--- config.mk ---
export PLATFORM = sky130hd
export DESIGN_NAME = memmap_cs_decoder
export DESIGN_NICKNAME = d
export VERILOG_FILES = /design/src/rtl/memmap_cs_pkg.sv /design/src/rtl/onehot_low_decoder.sv /design/src/rtl/memmap_cs_decoder.sv
export SDC_FILE = /design/constraint.sdc
export NUM_CORES = 1
export LEC_CHECK = 0
export ABC_CLOCK_PERIOD_IN_PS = 1650
export BUFFER_PORTS_ARGS = -buffer_cell sky130_fd_sc_hd__buf_2
export CAP_MARGIN = 20
export CORE_AREA = 2 2 39 41
export DETAILED_ROUTE_END_ITERATION = 10
export DIE_AREA = 0 0 41 43
export PLACE_DENSITY = 0.47
export SLEW_MARGIN = 20
export SYNTH_ARGS = -nofsm -noshare
export SYNTH_HDL_FRONTEND = slang
export SYNTH_HIERARCHICAL = 1
export SYNTH_SLANG_ARGS = --single-unit
--- constraint.sdc ---
create_clock -name vclk -period 1.65
set_input_delay 0.0825 -clock vclk [all_inputs]
set_output_delay 0.0825 -clock vclk [all_outputs]
set_load 0.1 [all_outputs]
--- src/rtl/memmap_cs_pkg.sv ---
package memmap_cs_pkg;
  localparam int ADDR_W   = 16;
  localparam int STAGE_W  = 3;
  localparam int STAGE_N  = 1 << STAGE_W;
  localparam int BLK_LSB  = ADDR_W - STAGE_W;
  localparam int SUB_LSB  = BLK_LSB - STAGE_W;

  // block codes on A15..A13
  localparam int ROM_BIG_BLK = 1;
  localparam int RAM_BLK_LO  = 2;
  localparam int SUB_BLK     = 4;
  // sub-block codes on A12..A10
  localparam int ROM_SMALL_SUB = 0;
  localparam int ADC_SUB       = 1;
  localparam int LCD_SUB       = 2;

  typedef logic [ADDR_W-1:0]  addr_t;
  typedef logic [STAGE_W-1:0] code_t;

  function automatic code_t blk_code(addr_t a);
    return a[ADDR_W-1:BLK_LSB];
  endfunction

  function automatic code_t sub_code(addr_t a);
    return a[BLK_LSB-1:SUB_LSB];
  endfunction
endpackage

--- src/rtl/onehot_low_decoder.sv ---
module onehot_low_decoder #(
  parameter int CODE_W = 3,
  localparam int OUT_N = 1 << CODE_W
) (
  input  logic              en_i,
  input  logic [CODE_W-1:0] code_i,
  output logic [OUT_N-1:0]  sel_n_o
);
  for (genvar k = 0; k < OUT_N; k++) begin : g_out
    assign sel_n_o[k] = !(en_i && (code_i == CODE_W'(k)));
  end

  // a decoder never drives two of its outputs low
  always_comb begin
    dec_onehot_chk: assert ($countones(~sel_n_o) <= 1);
  end
endmodule

--- src/rtl/memmap_cs_decoder.sv ---
module memmap_cs_decoder
  import memmap_cs_pkg::*;
(
  input  logic [15:0] addr_i,
  input  logic        addr_valid_i,
  output logic        ram_cs_n,
  output logic        rom_big_cs_n,
  output logic        rom_small_cs_n,
  output logic        adc_cs_n,
  output logic        lcd_cs_n,
  output logic        unmapped_o
);
  logic [STAGE_N-1:0] blk_n;
  logic [STAGE_N-1:0] sub_n;
  logic               sub_en;
  logic [4:0]         dev_n;
  logic               unused_low;

  assign unused_low = ^addr_i[SUB_LSB-1:0];

  onehot_low_decoder #(.CODE_W(STAGE_W)) u_blk (
    .en_i   (addr_valid_i),
    .code_i (blk_code(addr_i)),
    .sel_n_o(blk_n)
  );

  assign sub_en = !blk_n[SUB_BLK];

  onehot_low_decoder #(.CODE_W(STAGE_W)) u_sub (
    .en_i   (sub_en),
    .code_i (sub_code(addr_i)),
    .sel_n_o(sub_n)
  );

  // negative-logic OR of two adjacent 8 KB blocks
  assign ram_cs_n       = blk_n[RAM_BLK_LO] & blk_n[RAM_BLK_LO+1];
  assign rom_big_cs_n   = blk_n[ROM_BIG_BLK];
  assign rom_small_cs_n = sub_n[ROM_SMALL_SUB];
  assign adc_cs_n       = sub_n[ADC_SUB];
  assign lcd_cs_n       = sub_n[LCD_SUB];

  assign dev_n      = {ram_cs_n, rom_big_cs_n, rom_small_cs_n, adc_cs_n, lcd_cs_n};
  assign unmapped_o = addr_valid_i && (&dev_n);

  always_comb begin

    idle_quiet_chk: assert (addr_valid_i || ((&dev_n) && !unmapped_o));

    one_select_chk: assert ($countones(~dev_n) <= 1);

    ram_range_chk: assert (ram_cs_n ==
      !(addr_valid_i && addr_i >= 16'h4000 && addr_i <= 16'h7FFF));

    sub_gate_chk: assert (!sub_en || (addr_i[15:13] == 3'b100 && $countones(~sub_n) == 1));

    miss_excl_chk: assert (!addr_valid_i || (unmapped_o != ($countones(~dev_n) == 1)));
  end
endmodule

## Yosys cells after proc, flatten, opt, wreduce, memory -nomap -nowiden

Cells that the tools add are included.
W data, S select, Z words.

| storage, ports and cells | value |
|---|---|
| register bits | 0 |
| bits of input ports | 17 |
| output and inout bits | 6 |
| logic and storage cells | 23 |

| cells by class | value |
|---|---|
| equal/unequal tests | 6 |
| bitwise logic cells | 1 |
| reductions and logical operators | 16 |

Operators by type and width:

| kind | count |
|---|---|
| $eq A3 B2 Y1 const B | 3 |
| $logic_and A1 B1 Y1 | 8 |
| $eq A3 B1 Y1 const B | 2 |
| $logic_not A1 Y1 | 6 |
| $reduce_and A5 Y1 | 1 |
| $eq A3 B3 Y1 const B | 1 |
| $logic_not A3 Y1 | 1 |
| $and A1 B1 Y1 | 1 |

## Longest topological paths before layout

Gate-level depths: netlist of run 1.

| depth | value |
|---|---|
| depth after elaboration | 6 |
| gate-level depth with buffers | 5 |
| depth with buffers taken out | 5 |

## Cells and area by module

The synthesis of run 1 kept the hierarchy.

Modules (own cells, without submodules):

| module | instances | cells an instance | area each (µm²) | seq. area each (µm²) |
|---|---|---|---|---|
| onehot_low_decoder | 2 | 8 | 76.3 | 0.0 |
| memmap_cs_decoder | 1 | 5 | 25.0 | 0.0 |

## Least setup slack after synthesis of run 1

OpenSTA, ideal clock, no wires.

| timing | value |
|---|---|
| path kind | input-to-output |
| start point | input port addr_i[13] |
| end point | output port unmapped_o |
| data arrival time | 2.579 ns |
| required time | 1.567 ns |
| slack | -1.012 ns |
| stages on the path | 5 |
| path buffers | 0 |
| path through | nand4bb_1 > inv_1 > nand4bb_1 > nand4_1 > nor2_1 |

| between the ends | value |
|---|---|
| longest elaborated chain between the ends | 6 |
| elaborated cells on any way between the ends | 20 |
| classes of those cells | 4 x eq/ne; 1 x bitwise; 15 x reduce/logical |

Ends and longest elaborated chain:

| what | line | source |
|---|---|---|
| from (decl) | memmap_cs_decoder.sv:4 | `input logic [15:0] addr_i,` |
| $eq A3 B3 Y1 | onehot_low_decoder.sv:10 | `assign sel_n_o[k] = !(en_i && (code_i == CODE_W'(k)));` |
| $logic_and A1 B1 Y1 | onehot_low_decoder.sv:10 |  |
| net sub_en | memmap_cs_decoder.sv:15 | `logic sub_en;` |
| $logic_and A1 B1 Y1 | onehot_low_decoder.sv:10 |  |
| $logic_not A1 Y1 | onehot_low_decoder.sv:10 |  |
| net lcd_cs_n | memmap_cs_decoder.sv:10 | `output logic lcd_cs_n,` |
| $reduce_and A5 Y1 | memmap_cs_decoder.sv:43 | `assign unmapped_o = addr_valid_i && (&dev_n);` |
| $logic_and A1 B1 Y1 | memmap_cs_decoder.sv:43 |  |
| to (decl) | memmap_cs_decoder.sv:11 | `output logic unmapped_o` |

The timed path passes the listed nets, and every way through them passes these cells.

## Final worst setup path of run 1

| timing | value |
|---|---|
| start point | input port addr_i[13] |
| end point | output port unmapped_o |

| between the ends | value |
|---|---|
| longest elaborated chain between the ends | 6 |
| elaborated cells on any way between the ends | 20 |
| classes of those cells | 4 x eq/ne; 1 x bitwise; 15 x reduce/logical |

Ends and longest elaborated chain:

| what | line |
|---|---|
| $eq A3 B3 Y1 (*) | onehot_low_decoder.sv:10 |
| $logic_and A1 B1 Y1 (*) | onehot_low_decoder.sv:10 |
| net sub_en | memmap_cs_decoder.sv:15 |
| $logic_and A1 B1 Y1 | onehot_low_decoder.sv:10 |
| $logic_not A1 Y1 | onehot_low_decoder.sv:10 |
| $reduce_and A5 Y1 (*) | memmap_cs_decoder.sv:43 |
| $logic_and A1 B1 Y1 (*) | memmap_cs_decoder.sv:43 |

Mark *: on every way through the listed nets, which the timed path passes. The rest lies on a longest branch.

==> results.yml, run 1 <==
layout:
  area_growth_pct: 141
  final_layout_size_suffix_gt1_share_pct: 73.1
  flops_and_latches: 0
  clkbuf_count: 0
  final_cells: 42
  seq_area_um2: 0
  antennaDiodeCount: 0
  layout.nets: 45
sta:
  tightest_slew_ns: 0.488
  tns_ns: 0
  min_period_ns: 1.50
  rsz0062_at_grt: "false"
  final_max_slew_viol_count: 0
  setup_violations: 0
  timing.fmax_ghz: 0.667
  finalCritPeriodShare_pct: 90.8
  final-hold-violation-count: 0
  relSlewSlack_pct: 67.7
critical_path:
  crit_top_cell: "buf_2"
  cp.required_ns: 1.57
  slowest_delay_ns: 0.46
  critPathLaunchType: "primary input"
  critPathKind: "in -> out"
  cp-end-kind: "primary output"
  slowest_stage: "or4b_4"
  arrival_ns: 1.42
  worstPathMaxFanout: 4
  worstPathCellList: "buf_2 > nand4bb_1 > inv_1 > or4b_4 > nand4_1 > nor2_4 > buf_2"
floorplan:
  die_x_um: 41
  rows: 14
  pin_count: 23
  die_y_um: 43
  core_area_um2: 1380
  die-area_um2: 1760
  start_util_pct: 7.23
cts:
  post-cts-setup-buffers: 0
  cts_hold_buf: 0
  post_cts_resize_count: 0
synth:
  yosys_warnings: 6
  syn_nets: 29
  syn_inst: 12
  syn_area_um2: 100
  avgSynthCellArea_um2: 8.34
power_and_ir_drop:
  intPower_uw: 21.9
  p_total_uw: 69.6
  swShare_pct: 68.6
  p_sw_uw: 47.8
  max-vdd-ir-drop_uv: 69.1
  power_density_nw_per_um2: 288
  p_seq_share_pct: 0
  power_frac_clock_pct: 0
  p_leak_nw: 0.0964
  p_comb_share_pct: 100.0
routing:
  wl_um: 373
  vias: 159
  viasPerCell: 3.79
  dr.first_iter.drc_count: 3
  wl_per_cell_um: 8.88
  first_pass_iters: 4
  antenna_left: 0
  drc: 0
placement:
  gp_congestion: 0.606
  placed_cells: 42
  dp_hpwl_um: 366
  io_buffers: 13
global_route:
  grt_pass1_vias: 125
  grt_pass1_wl_um: 558
  grt_use_total_pct: 4.20
  grt_max_degree: 6
  antenna_found_initial: 0
  gr-total-overflow: 0
flow_run:
  maxCapViolCount: 0
outcome:
  outcome: "finished, final reports clean"
worst_hold_path:
  worstHoldPathType: "in -> out"
-- metal layers --
| layer | GRT usage, % | up-vias | part of all wire [%] |
|---|---|---|---|
| met1 | 8.60 | 65 | 54 |
| li1 | - | 81 | - |
| met5 | 0 | - | 0 |
| met4 | 0 | 0 | 0 |
| met2 | 4.06 | 13 | 28 |
| met3 | 1.05 | 0 | 18 |
-- power groups by stage --
stage                     clock (mW)  combinational (mW)  sequential, mW
after floorplan                    0              0.0492               0
after detailed placement           0              0.0701               0
after CTS                          0              0.0701               0
after global routing               0              0.0731               0
final                              0              0.0696               0
after global placement             0              0.0698               0
-- worst max-delay path, delay by kind of cell --
kind | cells | cell delay, ns
buffers and inverters | 3 | 0.48
AND/OR/NAND/NOR | 4 | 0.85
-- per-stage QoR --
step	util [%]	worst slack [ns]	hold slack (ns)	area [um2]
floorplan	-	0.102	0.400	149
global placement	17.5	0.163	0.709	241
detailed placement	17.5	0.147	0.709	241
CTS	17.5	0.145	0.710	241
global route	17.5	0.0953	0.732	241
finish	17.5	0.151	0.701	241
-- layout make-up --
type	count	area [um2]
fillers	151	1140
inverters	1	3.75
multi-input cells	11	145
well taps	16	20.0
repair buffers	14	72.6
-- path summary, 6_finish.rpt --
check  startpoint    endpoint  slack [ns]  cells after the start
min    addr_i[11]    lcd_cs_n        0.70                      3
max    addr_i[13]  unmapped_o        0.15                      7
-- placed cells by master (no fill, tap or decap) --
| cell | instances |
|---|---|
| buf_2 | 13 |
| buf_4 | 1 |
| nand4b_1 | 1 |
| and2_1 | 1 |
| nor2_4 | 1 |
| or4b_4 | 1 |
| inv_1 | 1 |
| nand4bb_2 | 1 |
| nand4bb_4 | 2 |
| nand3_1 | 1 |
| nand4bb_1 | 2 |
| nand4_1 | 1 |
Power figures use the tool's default switching activity.
==> run 2: changes to the inputs <==
==> constraint.sdc (replaced) <==
create_clock -name vclk -period 1.65
set_input_delay 0.2475 -clock vclk [all_inputs]
set_output_delay 0.2475 -clock vclk [all_outputs]
set_load 0.1 [all_outputs]
==> results.yml, run 2 (synthesis results as in run 1) <==
floorplan:
  pin_count: 23
  rows: 14
  die_x_um: 41
  start_util_pct: 7.23
  core_area_um2: 1380
  die_y_um: 43
  die-area_um2: 1760
critical_path:
  cp_top_family: "simple AND/OR/NAND/NOR gates"
  worstPathCellList: "buf_6 > nand4bb_1 > inv_2 > or4b_4 > nand4_1 > nor2_4 > buf_12"
  cp-end-kind: "primary output"
  slowest_delay_ns: 0.46
  crit_buf_inv: 3
  arrival_ns: 1.41
  critPathKind: "in -> out"
  critPathLaunchType: "primary input"
  slowest_stage: "or4b_4"
  cp.required_ns: 1.40
  path_depth: 7
  worstPathMaxFanout: 2
global_route:
  grt_max_degree: 5
  antenna_found_initial: 0
  grt_use_total_pct: 4.60
  gr-total-overflow: 0
  grt_pass1_vias: 141
  grt_pass1_wl_um: 607
layout:
  postLayoutCoreUtil_pct: 27.6
  final_common_cell: "buf_4"
  clkbuf_count: 0
  stdcell_area_um2: 382
  seq_area_um2: 0
  layout.nets: 54
  final_layout_size_suffix_gt1_share_pct: 82.9
  multiInputGateArea_um2: 145
  layout_common_cells: "buf_4 (10), buf_2 (7), buf_12 (4)"
  area_growth_pct: 281
  final.fill_count: 146
  antennaDiodeCount: 0
  flops_and_latches: 0
  final_cells: 51
sta:
  final_max_slew_viol_count: 0
  timing.fmax_ghz: 0.602
  relSlewSlack_pct: 67.7
  tightest_slew_ns: 0.487
  holdWs_ns: 0.987
  min_period_ns: 1.66
  rsz0062_at_grt: "true"
  final-hold-violation-count: 0
  tns_ns: -0.0116
  setup_ws_ns: -0.0116
  finalCritPeriodShare_pct: 101
  setup_violations: 1
routing:
  viasPerCell: 3.69
  dr.first_iter.drc_count: 0
  top_layer: "met3"
  vias: 188
  wl_met3_um: 66
  wl_met2_um: 152
  drt-met1-wl_um: 199
  first_pass_iters: 1
  antenna_left: 0
  wl_per_cell_um: 8.20
  wl_um: 418
  drc: 0
power_and_ir_drop:
  power_frac_clock_pct: 0
  p_leak_nw: 0.169
  intPower_uw: 46.2
  power_density_nw_per_um2: 258
  p_sw_uw: 52.2
  p_seq_share_pct: 0
  p_comb_share_pct: 100.0
  max-vdd-ir-drop_uv: 85.3
  p_total_uw: 98.4
  swShare_pct: 53.1
worst_hold_path:
  worstHoldPathType: "in -> out"
  hold_depth: 4
  worstHoldStart: "addr_i[10]"
  min_to: "adc_cs_n"
placement:
  io_buffers: 13
  gp_congestion: 0.685
  placed_cells: 49
  dp_slack_ns: -0.138
  place_area_um2: 339
outcome:
  violations: "negative setup slack"
  outcome: "complete, but fails checks"
flow_run:
  maxCapViolCount: 0
==> run 2: cell types whose count changed in the layout (fill, tap and decap cells not counted) <==
| cell | previous run | this run |
|---|---|---|
| buf_12 | 0 | 4 |
| inv_1 | 1 | 0 |
| buf_6 | 0 | 2 |
| inv_2 | 0 | 1 |
| buf_4 | 1 | 10 |
| buf_2 | 13 | 7 |
==> run 2: worst max path at each step <==
| stage | from | endpoint | slack (ns) |
|---|---|---|---|
| 6_report | addr_i[13] | unmapped_o | -0.01 |
| 5_1_grt | addr_i[13] | unmapped_o | -0.05 |
| 4_1_cts | addr_i[14] | unmapped_o | -0.005 |
| 3_5_place_dp | addr_i[13] | unmapped_o | -0.14 |
| 3_3_place_gp | addr_i[13] | unmapped_o | -0.15 |
| 2_1_floorplan | addr_i[13] | unmapped_o | -0.18 |
==> run 2: what timing repair did <==
action | in CTS | in global routing
setup buffers | 2 | 0
pin swaps | 3 | 2
hold buffers | 0 | 0
gates resized for setup | 6 | 0
endpoints found under the setup margin | 1 | 1
==> run 2: area by class of cell <==
| class | count | share of cell area [%] |
|---|---|---|
| timing repair buffer | 23 | 55.7 |
| multi-input combinational | 11 | 38.0 |
| tap | 16 | 5.25 |
| inverter | 1 | 0.984 |
==> run 2: power by group through the flow <==
stage                     registers [mW]  clock network, mW  logic (mW)
final                                  0                  0      0.0984
after global routing                   0                  0       0.103
after CTS                              0                  0      0.0982
after detailed placement               0                  0      0.0856
after global placement                 0                  0      0.0853
after floorplan                        0                  0      0.0498
==> run 2: per-layer routing <==
metal  global-route usage, %  vias to the layer above
li1                        -                       99
met1                    8.60                       76
met2                    5.94                       13
met3                       0                        0
met4                       0                        0
met5                       0                        -
==> run 3: changes to the inputs <==
--- a/config.mk
+++ b/config.mk
@@ -11,7 +11,8 @@
 export CORE_AREA = 2 2 39 41
 export DETAILED_ROUTE_END_ITERATION = 10
 export DIE_AREA = 0 0 41 43
-export PLACE_DENSITY = 0.47
+export PLACE_DENSITY = 0.39
+export REMOVE_ABC_BUFFERS = 1
 export SLEW_MARGIN = 20
 export SYNTH_ARGS = -nofsm -noshare
 export SYNTH_HDL_FRONTEND = slang
==> results.yml, run 3 (synthesis results as in run 1) <==
routing:
  antenna_left: 0
  viasPerCell: 3.60
  vias: 169
  drc: 0
  dr.first_iter.drc_count: 2
  wl_per_cell_um: 8.68
  first_pass_iters: 2
  wl_um: 408
cts:
  cts_hold_buf: 0
power_and_ir_drop:
  intPower_uw: 32.5
  power_frac_clock_pct: 0
  p_comb_share_pct: 100.0
  p_sw_uw: 46.0
  p_seq_share_pct: 0
  power_density_nw_per_um2: 258
  p_leak_nw: 0.140
  swShare_pct: 58.6
  max-vdd-ir-drop_uv: 78.9
layout:
  stdcell_area_um2: 304
  final_cells: 47
  postLayoutCoreUtil_pct: 22.0
  seq_area_um2: 0
  final.fill_count: 155
  layout.nets: 50
  final_layout_size_suffix_gt1_share_pct: 64.5
  area_growth_pct: 204
  clkbuf_count: 0
  antennaDiodeCount: 0
  layout_common_cells: "buf_2 (6), buf_4 (6), nand4bb_1 (5)"
  multiInputGateArea_um2: 100
  flops_and_latches: 0
floorplan:
  die-area_um2: 1760
  die_y_um: 43
  die_x_um: 41
  core_area_um2: 1380
  start_util_pct: 7.23
  rows: 14
  pin_count: 23
sta:
  setup_violations: 0
  relSlewSlack_pct: 67.8
  timing.fmax_ghz: 0.614
  tightest_slew_ns: 0.486
  min_period_ns: 1.63
  final-hold-violation-count: 0
  holdWs_ns: 0.984
  finalCritPeriodShare_pct: 98.8
  final_max_slew_viol_count: 0
  rsz0062_at_grt: "true"
  setup_ws_ns: 0.0202
placement:
  io_buffers: 13
  place_area_um2: 260
  dp_hpwl_um: 327
  placed_cells: 45
  gp_congestion: 0.605
  dp_slack_ns: -0.155
outcome:
  outcome: "finished, final reports clean"
flow_run:
  maxCapViolCount: 0
critical_path:
  critPathLaunchType: "primary input"
  worstPathMaxFanout: 2
  critPathKind: "in -> out"
  arrival_ns: 1.38
  setup.worst_path.start: "addr_i[14]"
  cp-end-kind: "primary output"
  cp.required_ns: 1.40
  endpoint: "unmapped_o"
global_route:
  gr-total-overflow: 0
  grt_use_total_pct: 5.00
  antenna_found_initial: 0
  grt_pass1_wl_um: 676
  grt_pass1_vias: 165
  grt_max_degree: 5
worst_hold_path:
  worstHoldPathType: "in -> out"
==> run 3: cell types whose count changed in the layout (fill, tap and decap cells not counted), sizes merged <==
cell  change
buf       -4
==> run 3: cell type report <==
cell class,instances,area share [%]
inverters,1,1.23
multi-input cells,11,32.9
well taps,16,6.58
repair buffers,19,59.3
==> run 3: stage by stage <==
stage                     TNS, ns  power, mW
after floorplan             -1.36     0.0419
after global placement     -0.188     0.0685
after detailed placement   -0.174     0.0690
after CTS                       0     0.0774
after global routing      -0.0405     0.0819
final                           0     0.0785
==> run 3: routing by layer <==
layer / track usage, % / share of wire (%)
met1: 8.23 / 52
met2: 7.19 / 36
met3: 0.524 / 12
met4: 0 / 0
met5: 0 / 0
==> run 3: timing repair <==
item,CTS,global route
gates resized for setup,5,1
buffers inserted,2,0
pin swaps,3,0
setup endpoints to repair,2,2
==> run 3: worst max-delay path, stage by stage <==
cell       delay (ns)
buf_6            0.09
nand4bb_1        0.18
inv_1            0.08
or4b_4           0.46
nand4_1          0.09
nor2_1           0.05
buf_6            0.18
==> run 3: power by group through the flow <==
stage | clock network (mW) | logic, mW | registers [mW]
after detailed placement | 0 | 0.0690 | 0
after floorplan | 0 | 0.0419 | 0
after CTS | 0 | 0.0774 | 0
after global routing | 0 | 0.0819 | 0
final | 0 | 0.0785 | 0
after global placement | 0 | 0.0685 | 0
==> run 3: how the worst min path moves through the flow <==
stage | endpoint | startpoint | cells past startpoint | slack (ns)
6_report | unmapped_o | addr_i[13] | 5 | 0.98
5_1_grt | unmapped_o | addr_i[13] | 5 | 1.01
4_1_cts | unmapped_o | addr_i[13] | 5 | 0.99
3_5_place_dp | lcd_cs_n | addr_i[11] | 4 | 1.00
3_3_place_gp | lcd_cs_n | addr_i[11] | 4 | 1.01
2_1_floorplan | unmapped_o | addr_valid_i | 2 | 0.90
